`src/rtl/rst_seq_pkg.sv`:
```
package rst_seq_pkg;
  localparam int NSRC   = 11;
  localparam int CFG_W  = 16;
  localparam int RSV_HI = 5;

  typedef enum logic [1:0] {
    PH_IDLE  = 2'd0,
    PH_ONE   = 2'd1,
    PH_TWO   = 2'd2,
    PH_THREE = 2'd3
  } phase_e;

  typedef enum logic [1:0] {
    PRIV_USER = 2'd0,
    PRIV_SUP  = 2'd1,
    PRIV_TEST = 2'd2,
    PRIV_RSVD = 2'd3
  } priv_e;

  // register bit that holds the fast-path flag of source k
  function automatic int src_bit(int k);
    return (k == 0) ? 0 : k + RSV_HI;
  endfunction

  function automatic logic [CFG_W-1:0] cfg_mask();
    logic [CFG_W-1:0] m;
    m = '0;
    for (int k = 0; k < NSRC; k++) m[src_bit(k)] = 1'b1;
    return m;
  endfunction
endpackage

```
`src/rtl/rst_cfg_reg.sv`:
```
module rst_cfg_reg
  import rst_seq_pkg::*;
(
  input  logic             clk_i,
  input  logic             rst_ni,
  input  logic             we_i,
  input  logic [1:0]       priv_i,
  input  logic [CFG_W-1:0] wdata_i,
  output logic [CFG_W-1:0] rdata_o,
  output logic [NSRC-1:0]  short_o,
  output logic             err_o
);
  localparam logic [CFG_W-1:0] MASK = cfg_mask();

  logic [CFG_W-1:0] cfg_q;
  logic             err_q;
  logic             allow;

  assign allow = (priv_i == PRIV_SUP) || (priv_i == PRIV_TEST);

  always_ff @(posedge clk_i or negedge rst_ni) begin
    if (!rst_ni) begin
      cfg_q <= '0;
      err_q <= 1'b0;
    end else begin
      err_q <= we_i && !allow;
      if (we_i && allow) cfg_q <= wdata_i & MASK;
    end
  end

  for (genvar g = 0; g < NSRC; g++) begin : g_short
    localparam int BP = src_bit(g);
    assign short_o[g] = cfg_q[BP];
  end

  assign rdata_o = cfg_q;
  assign err_o   = err_q;
endmodule

```
`src/rtl/rst_req_eval.sv`:
```
module rst_req_eval
  import rst_seq_pkg::*;
(
  input  logic [NSRC-1:0] vec_i,
  input  logic [NSRC-1:0] short_i,
  output logic            any_o,
  output logic            short_o,
  output logic [NSRC-1:0] cause_o
);
  logic [NSRC-1:0] neg;

  assign neg     = ~vec_i + {{(NSRC-1){1'b0}}, 1'b1};
  assign any_o   = |vec_i;
  // fast path only when every requester allows it
  assign short_o = any_o && ((vec_i & ~short_i) == '0);
  assign cause_o = vec_i & neg;
endmodule

```
`src/rtl/rst_phase_fsm.sv`:
```
module rst_phase_fsm
  import rst_seq_pkg::*;
#(
  parameter int PH1_CYC = 4,
  parameter int PH2_CYC = 3,
  parameter int PH3_CYC = 2
) (
  input  logic            clk_i,
  input  logic            rst_ni,
  input  logic [NSRC-1:0] req_i,
  input  logic            any_i,
  input  logic            short_i,
  input  logic [NSRC-1:0] cause_i,
  output logic [NSRC-1:0] eval_vec_o,
  output phase_e          phase_o,
  output logic [NSRC-1:0] cause_o,
  output logic            done_o
);
  localparam int MAXL = (PH1_CYC > PH2_CYC) ? ((PH1_CYC > PH3_CYC) ? PH1_CYC : PH3_CYC)
                                            : ((PH2_CYC > PH3_CYC) ? PH2_CYC : PH3_CYC);
  localparam int CW = (MAXL > 1) ? $clog2(MAXL) : 1;
  localparam logic [CW-1:0] L1 = CW'(PH1_CYC - 1);
  localparam logic [CW-1:0] L2 = CW'(PH2_CYC - 1);
  localparam logic [CW-1:0] L3 = CW'(PH3_CYC - 1);

  phase_e          st_q;
  logic [CW-1:0]   cnt_q;
  logic [NSRC-1:0] pend_q, cause_q;
  logic            done_q;
  logic            last;

  assign eval_vec_o = (st_q == PH_IDLE) ? req_i : (pend_q | req_i);

  always_comb begin
    unique case (st_q)
      PH_ONE:   last = (cnt_q == L1);
      PH_TWO:   last = (cnt_q == L2);
      PH_THREE: last = (cnt_q == L3);
      default:  last = 1'b0;
    endcase
  end

  always_ff @(posedge clk_i or negedge rst_ni) begin
    if (!rst_ni) begin
      st_q    <= PH_IDLE;
      cnt_q   <= '0;
      pend_q  <= '0;
      cause_q <= '0;
      done_q  <= 1'b0;
    end else begin
      done_q <= 1'b0;
      unique case (st_q)
        PH_IDLE: begin
          if (any_i) begin
            st_q    <= short_i ? PH_THREE : PH_ONE;
            cnt_q   <= '0;
            cause_q <= cause_i;
            pend_q  <= '0;
          end
        end
        PH_ONE, PH_TWO: begin
          pend_q <= pend_q | req_i;
          if (last) begin
            st_q  <= (st_q == PH_ONE) ? PH_TWO : PH_THREE;
            cnt_q <= '0;
          end else begin
            cnt_q <= cnt_q + 1'b1;
          end
        end
        PH_THREE: begin
          if (last) begin
            cnt_q  <= '0;
            pend_q <= '0;
            if (any_i) begin
              st_q    <= short_i ? PH_THREE : PH_ONE;
              cause_q <= cause_i;
            end else begin
              st_q    <= PH_IDLE;
              cause_q <= '0;
              done_q  <= 1'b1;
            end
          end else begin
            pend_q <= pend_q | req_i;
            cnt_q  <= cnt_q + 1'b1;
          end
        end
        default: st_q <= PH_IDLE;
      endcase
    end
  end

  assign phase_o = st_q;
  assign cause_o = cause_q;
  assign done_o  = done_q;
endmodule

```
`src/rtl/rst_phase_seq.sv`:
```
module rst_phase_seq
  import rst_seq_pkg::*;
#(
  parameter int PH1_CYC = 4,
  parameter int PH2_CYC = 3,
  parameter int PH3_CYC = 2
) (
  input  logic             clk_i,
  input  logic             rst_ni,
  input  logic [NSRC-1:0]  req_i,
  input  logic             cfg_we_i,
  input  logic [1:0]       cfg_priv_i,
  input  logic [CFG_W-1:0] cfg_wdata_i,
  output logic [CFG_W-1:0] cfg_rdata_o,
  output logic             cfg_err_o,
  output logic [1:0]       phase_o,
  output logic [2:0]       ph_rst_o,
  output logic [NSRC-1:0]  cause_o,
  output logic             done_o
);
  logic [NSRC-1:0] short_bits, eval_vec, eval_cause;
  logic            eval_any, eval_short;
  phase_e          phase;

  rst_cfg_reg u_cfg (
    .clk_i   (clk_i),
    .rst_ni  (rst_ni),
    .we_i    (cfg_we_i),
    .priv_i  (cfg_priv_i),
    .wdata_i (cfg_wdata_i),
    .rdata_o (cfg_rdata_o),
    .short_o (short_bits),
    .err_o   (cfg_err_o)
  );

  rst_req_eval u_eval (
    .vec_i   (eval_vec),
    .short_i (short_bits),
    .any_o   (eval_any),
    .short_o (eval_short),
    .cause_o (eval_cause)
  );

  rst_phase_fsm #(
    .PH1_CYC (PH1_CYC),
    .PH2_CYC (PH2_CYC),
    .PH3_CYC (PH3_CYC)
  ) u_fsm (
    .clk_i      (clk_i),
    .rst_ni     (rst_ni),
    .req_i      (req_i),
    .any_i      (eval_any),
    .short_i    (eval_short),
    .cause_i    (eval_cause),
    .eval_vec_o (eval_vec),
    .phase_o    (phase),
    .cause_o    (cause_o),
    .done_o     (done_o)
  );

  assign phase_o = phase;
  for (genvar g = 0; g < 3; g++) begin : g_phrst
    assign ph_rst_o[g] = (phase_o == 2'(g + 1));
  end
endmodule

```
`config.mk`:
```
export PLATFORM = sky130hd
export DESIGN_NAME = rst_phase_seq
export DESIGN_NICKNAME = d
export VERILOG_FILES = /design/src/rtl/rst_seq_pkg.sv /design/src/rtl/rst_cfg_reg.sv /design/src/rtl/rst_req_eval.sv /design/src/rtl/rst_phase_fsm.sv /design/src/rtl/rst_phase_seq.sv
export SDC_FILE = /design/constraint.sdc
export NUM_CORES = 1
export LEC_CHECK = 0
export ABC_AREA = 0
export BUFFER_PORTS_ARGS = -buffer_cell sky130_fd_sc_hd__buf_4
export CAP_MARGIN = 20
export CORE_MARGIN = 2
export CORE_UTILIZATION = 54
export DETAILED_ROUTE_END_ITERATION = 12
export HOLD_SLACK_MARGIN = 0.06
export PLACE_DENSITY = 0.85
export SYNTH_ARGS = -nofsm -noshare
export SYNTH_HDL_FRONTEND = slang
export SYNTH_SLANG_ARGS = --single-unit
```
`constraint.sdc`:
```
create_clock -name clk_i -period 4.11 [get_ports clk_i]
set_input_delay 0 -clock clk_i [delete_from_list [all_inputs] [get_ports clk_i]]
set_output_delay 0 -clock clk_i [all_outputs]
set_load 0.02 [all_outputs]
```
# Word level (Yosys, flattened, before mapping)
# Index checks and enable logic that the tools add are counted.
# classes
addsub	2
multipliers	0
div_mod_pow	0
magnitude_cmp	0
n_eq_ne	11
n_shift	0
n_mux	22
bitwise	5
reduce_logical	13
# ops
cell	count
11-bit 2-to-1 mux	6
11-bit case mux with 3 select lines	1
11-bit AND	2
11-bit inverter	2
11-bit case mux with 2 select lines	1
2-bit 2-to-1 mux	7
11-bit by 1-bit adder with 11-bit output, second input constant	1
11-bit zero test	1
11-bit bitwise OR	1
11-bit OR reduction	1
2-bit == test, second input constant	5
2-bit by 1-bit == test with 1-bit output, second input constant	3
2-bit case mux with 3 select lines	1
3-bit AND reduction	2
1-bit 2-to-1 mux	4
2-bit by 1-bit != test with 1-bit output, second input constant	2
2-bit case mux with 2 select lines	1
1-bit logical AND	3
1-bit case mux with 3 select lines	1
3-bit OR reduction	1
2-bit by 1-bit adder with 2-bit output, second input constant	1
2-bit zero test	1
2-bit != test, second input constant	1
2-bit nonzero test	1
other kinds (3)	3
# totals
reg_bits	39
latchBits	0
ram_bits	0
romBits	0
inputBits	32
word_cells	60
n_memories	0

# Depth between registers and ports, before layout
# logic_depth
depth_word	9
ltp_mapped	10
depth_no_buf	8

# Modules after synthesis
# From an unflattened synthesis, not the netlist that was laid out.
# unflattened
hier_cells	256
area_unflattened_um2	2471.1
# by_module_without_submodules
module	n_inst	cells_per_inst	area_each_um2
rst_phase_fsm	1	173	1610.3
rst_cfg_reg	1	45	616.8
rst_req_eval	1	35	221.5
rst_phase_seq	1	3	22.5

# Worst setup path after synthesis
# No wires, ideal clock.
# synth_timing
path_type	register -> register
from	register u_fsm.st_q[0] (netlist: u_fsm.phase_o[0])
to	register u_fsm.st_q[1] (netlist: u_fsm.phase_o[1])
setup_time_ns	0.065
t_arrival_ns	2.188
required_ns	4.045
path_slack_ns	1.857
path_stages_with_launch	10
path_buffers	1
synth_period_minus_slack_ns	2.253
cell_sequence	dfrtp_1 -> inv_1 -> ha_1 -> inv_2 -> buf_6 -> a21oi_4 -> o22ai_1 -> or4_1 -> nor4_2 -> o22a_1
# synth_via
elab_chain_len	9
word_cells_on_any_way	20
classes_between	6 x eq/ne; 7 x mux; 1 x bitwise; 6 x reduce/logical
# synth_rtl
element	line	source
start, declared	rst_phase_fsm.sv:26	phase_e st_q;
start signal, assigned	rst_phase_fsm.sv:55	st_q <= short_i ? PH_THREE : PH_ONE;
start signal, assigned	rst_phase_fsm.sv:64	st_q <= (st_q == PH_ONE) ? PH_TWO : PH_THREE;
start signal, assigned	rst_phase_fsm.sv:75	st_q <= short_i ? PH_THREE : PH_ONE;
2-bit zero test	rst_phase_fsm.sv:32, rst_phase_fsm.sv:52	
11-bit 2-to-1 mux	rst_phase_fsm.sv:32	assign eval_vec_o = (st_q == PH_IDLE) ? req_i : (pend_q | req_i);
11-bit AND	rst_req_eval.sv:15	assign short_o = any_o && ((vec_i & ~short_i) == '0);
11-bit zero test	rst_req_eval.sv:15	
1-bit logical AND	rst_req_eval.sv:15	
2-bit 2-to-1 mux	rst_phase_fsm.sv:55, rst_phase_fsm.sv:75	
2-bit 2-to-1 mux	rst_phase_fsm.sv:74	if (any_i) begin
2-bit 2-to-1 mux	rst_phase_fsm.sv:71	if (last) begin
2-bit case mux with 3 select lines	rst_phase_fsm.sv:52	unique case (st_q)
# Several ways; a longest one is shown, not always the timed one. The select of a mux whose other input is x is not followed.
# A chain may end at the register's enable or synchronous reset.

# Final worst setup path
# layout_timing
from	register u_fsm.st_q[0] (netlist: u_fsm.phase_o[0])
to	register u_fsm.cause_q[1] (netlist: u_fsm.cause_o[1])
# layout_via
elab_chain_len	8
word_cells_on_any_way	18
classes_between	1 x add/sub; 5 x eq/ne; 6 x mux; 2 x bitwise; 4 x reduce/logical
# layout_rtl
element	line	source
2-bit zero test	rst_phase_fsm.sv:32, rst_phase_fsm.sv:52	
11-bit 2-to-1 mux	rst_phase_fsm.sv:32	
11-bit inverter	rst_req_eval.sv:12	assign neg = ~vec_i + {{(NSRC-1){1'b0}}, 1'b1};
11-bit by 1-bit adder with 11-bit output	rst_req_eval.sv:12	
11-bit AND	rst_req_eval.sv:16	assign cause_o = vec_i & neg;
11-bit 2-to-1 mux	rst_phase_fsm.sv:74	
11-bit 2-to-1 mux	rst_phase_fsm.sv:71	
11-bit case mux with 2 select lines	rst_phase_fsm.sv:52	
end signal, assigned	rst_phase_fsm.sv:57	cause_q <= cause_i;
end signal, assigned	rst_phase_fsm.sv:76	cause_q <= cause_i;
end, declared	rst_phase_fsm.sv:28	logic [NSRC-1:0] pend_q, cause_q;
# Several ways; a longest one is shown, not always the timed one. The select of a mux whose other input is x is not followed.

==> summary.txt <==
sequential share of the synthesized area: 49.6%
Clk Latency, worst-skew pair: 350 ps
transition at the pin with the smallest max-transition slack: 783 ps
data arrival time of the critical path: 3100 ps
fraction of synthesis flops using an asynchronous set or reset pin: 100%
sum of overflow across all layers after global routing: 0
net total in the final layout: 305
clock net sink count: 39
power consumption: 0.00167 W
number of input and output port buffers inserted: 55
number of primary I/O pins: 66
worst-case clock buffer depth: 2
worst slack on hold paths: 144 ps
post-CTS sizing: 0
Relative slew margins: 47.8%
cell area after synthesis: 0.00197 sq mm
antenna violations before repair: 0
Critical Path Source: u_fsm.phase_o[0]$_DFFE_PN0P_
count of max-cap constraint violations: 0
fillcell total: 235
summed negative setup slack over all endpoints: 0 ps
DRT antenna net count: 0
number of DRC violations after detailed routing: 0
number of placed cells counting well taps: 280
critical path's largest stage delay: 710 ps
post-synth top area cell: sky130_fd_sc_hd__dfrtp_1
synthesized area per cell: 10.6 sq um
initial core utilization: 57.6%
Worst Reg2Reg Path Length in Cells: 7
worst-case register-to-register setup slack: 1220 ps
period utilization: 70.4%
startpoint class of the critical path: register
Worst setup endpoint: u_fsm.cause_o[1]$_DFFE_PN0P_
total routed wire length on the met1 layer: 2010 microns
routability-driven placement congestion ratio: 0.870
fraction of synthesized cell area taken by the top area cell type: 49.6%
vias post-DR: 1673
classification of the worst setup path: register to register
cell breakdown of the critical path: inv_1 -> ha_1 -> inv_2 -> a2111oi_2 -> nand4b_2 -> o21ai_2 -> o31ai_1
final core utilization: 79.2%
biggest area contributors in the synthesized netlist: sky130_fd_sc_hd__dfrtp_1, sky130_fd_sc_hd__mux2_2, sky130_fd_sc_hd__nor2_1
Die X: 64.4 microns
setup repair after global routing missed its margin: no
largest net degree at the start of global routing: 40
share of post-route cells with drive strength above 1: 32.6%
via density per instance: 5.35
Leakage Power: 1.26 nW
hpwl dp: 3220 microns
WL final: 4750 microns
clock tree from TritonCTS: built
Vert. Die Dim: 64.4 microns
Clock H-tree levels: 2
CTS hold repair buffers: 25
Finish-stage setup viols: 0
global routing usage summed across all routing layers: 25.5%
Period minus WS final: 2890 ps
number of enable flip-flop cells after synthesis: 0
uppermost signal routing layer after detailed routing: met4
slowest cell on the critical path: sky130_fd_sc_hd__o21ai_2
library cells used by synthesis: 41
diode count: 0
area added between synthesis and finish: 37.4%
CP Capture Type: register
number of global-route vias before repair: 1695
Min-Delay Path Class: primary input to asynchronous set/reset pin
violation count after the first detailed-routing iteration: 48
synthesized instance count: 185
Rows: 21
outcome: complete, no violations
number of warnings printed during yosys synthesis: 0
highest clock rate: 0.346 GHz
clock-pin slew on the worst setup and hold paths: 110 ps
die area: 0.00414 sq mm
endpoints failing hold: 0
Max FO, Critical Path: 22
power density normalized to cell area: 618 mW/mm^2
detailed-route wire length per cell: 15.2 microns
launch point of the worst reg-to-reg path: u_fsm.phase_o[0]$_DFFE_PN0P_
number of buffers added for setup after CTS: 0
worst ir drop on vdd: 0.359 mV
max-slew violation count: 0
first-pass GRT wire length: 7980 microns
Core Box Area: 0.00342 sq mm
maximum clock skew at final layout: 6.16 ps
library cell used as clock root buffer: sky130_fd_sc_hd__clkbuf_4
Cell Count, Final, Fillers Out: 313
FF+latch count, synth: 39
reg-to-reg critical path endpoint: u_fsm.cause_o[1]$_DFFE_PN0P_
clock buffer count from CTS: 5
Req. time, crit path: 4320 ps
routed length on met3: 218 microns
number of detailed-routing iterations run before antenna repair: 4
Synth Flop Type: sky130_fd_sc_hd__dfrtp_1
met2 WL: 2400 microns
Yosys cell counts (all sizes together), types with 2 or more instances:
cell type	instances
ha	7
nand3	2
a21oi	10
nor2	29
mux2	14
o41ai	3
o22ai	6
o31ai	7
o22a	3
nand2	12
dfrtp	39
inv	11
buf	9
a2111oi	2
nor4	2
nand2b	3
xnor2	3
o21ai	6
nor3	2
nor2b	3
worst min path at each step:
stage	to	slack, ps	cells after the start
2_1_floorplan	u_cfg.err_o$_DFF_PN0_	-300	0
3_3_place_gp	u_fsm.cause_o[9]$_DFFE_PN0P_	-5	1
3_5_place_dp	u_fsm.pend_q[10]$_DFFE_PN0P_	-2	1
4_1_cts	u_fsm.phase_o[0]$_DFFE_PN0P_	150	2
5_1_grt	u_fsm.phase_o[0]$_DFFE_PN0P_	190	2
6_report	u_fsm.phase_o[0]$_DFFE_PN0P_	140	2
metrics by stage:
step / setup slack, ps / cell area [sq um]
finish: 1220 / 2710
global route: 957 / 2710
CTS: 1230 / 2710
detailed placement: 1250 / 2390
global placement: 1310 / 2390
floorplan: 1860 / 1980
layout make-up:
cell class	count	area (sq um)	share of cell area, %
Clock buffer	8	68.8	2.54
Multi-Input combinational cell	129	898	33.2
Sequential cell	39	976	36.1
Inverter	11	41.3	1.53
Tap cell	46	57.6	2.13
Timing Repair Buffer	80	663	24.5
metal layers:
metal	global-route usage, %	vias up
li1	-	799
met1	31.2	805
met2	43.6	57
met3	4.23	12
met4	12.8	0
met5	0	-
state kept, by name (all words and copies together) (netlist names):
| register | cells |
|---|---|
| u_cfg.err_o | 1 |
| u_cfg.rdata_o | 11 |
| u_fsm.cause_o | 11 |
| u_fsm.cnt_q | 2 |
| u_fsm.done_o | 1 |
| u_fsm.pend_q | 11 |
| u_fsm.phase_o | 2 |
worst max-delay path: cells and delay by family (launching register included):
| family | cells | cell delay, ps |
|---|---|---|
| buffers and inverters | 2 | 370 |
| AO/OA/AOI/OAI | 3 | 1300 |
| AND/OR/NAND/NOR | 1 | 280 |
| adder cells (fa/ha/maj) | 1 | 310 |
| flip-flops | 1 | 480 |
where the power goes:
group / leakage, nW / switching [W] / internal [W] / total, W
clock network: 0.0386 / 0.000125 / 0.000101 / 0.000225
registers: 0.491 / 0.000106 / 0.000502 / 0.000608
logic: 0.729 / 0.000489 / 0.000350 / 0.000838
total: 1.26 / 0.000720 / 0.000953 / 0.00167
cell usage in the layout (no fill, tap or decap), types with 2 or more instances in the layout:
| master | n |
|---|---|
| sky130_fd_sc_hd__a21oi_1 | 6 |
| sky130_fd_sc_hd__a21oi_2 | 2 |
| sky130_fd_sc_hd__a21oi_4 | 2 |
| sky130_fd_sc_hd__buf_4 | 55 |
| sky130_fd_sc_hd__clkbuf_4 | 5 |
| sky130_fd_sc_hd__clkbuf_8 | 2 |
| sky130_fd_sc_hd__conb_1 | 5 |
| sky130_fd_sc_hd__dfrtp_1 | 39 |
| sky130_fd_sc_hd__dlygate4sd3_1 | 25 |
| sky130_fd_sc_hd__ha_1 | 7 |
| sky130_fd_sc_hd__inv_1 | 9 |
| sky130_fd_sc_hd__inv_2 | 2 |
| sky130_fd_sc_hd__mux2_2 | 14 |
| sky130_fd_sc_hd__nand2_1 | 12 |
| sky130_fd_sc_hd__nand2b_1 | 3 |
| sky130_fd_sc_hd__nand3_1 | 2 |
| sky130_fd_sc_hd__nor2_1 | 29 |
| sky130_fd_sc_hd__nor2b_1 | 3 |
| sky130_fd_sc_hd__nor3_1 | 2 |
| sky130_fd_sc_hd__o21ai_0 | 4 |
| sky130_fd_sc_hd__o22a_1 | 3 |
| sky130_fd_sc_hd__o22ai_1 | 6 |
| sky130_fd_sc_hd__o31ai_1 | 7 |
| sky130_fd_sc_hd__o41ai_1 | 3 |
| sky130_fd_sc_hd__xnor2_1 | 3 |
cells by family after synthesis:
kind of cell,Yosys count,share of synthesized area [%]
fa+ha+maj,7,4.45
buf+inv,21,5.53
other cells,1,0.191
simple gates,58,13.8
xor+xnor,3,1.34
flops,39,49.6
mux,14,8.01
compound gates,42,17.1
(Power assumes the default switching activity.)
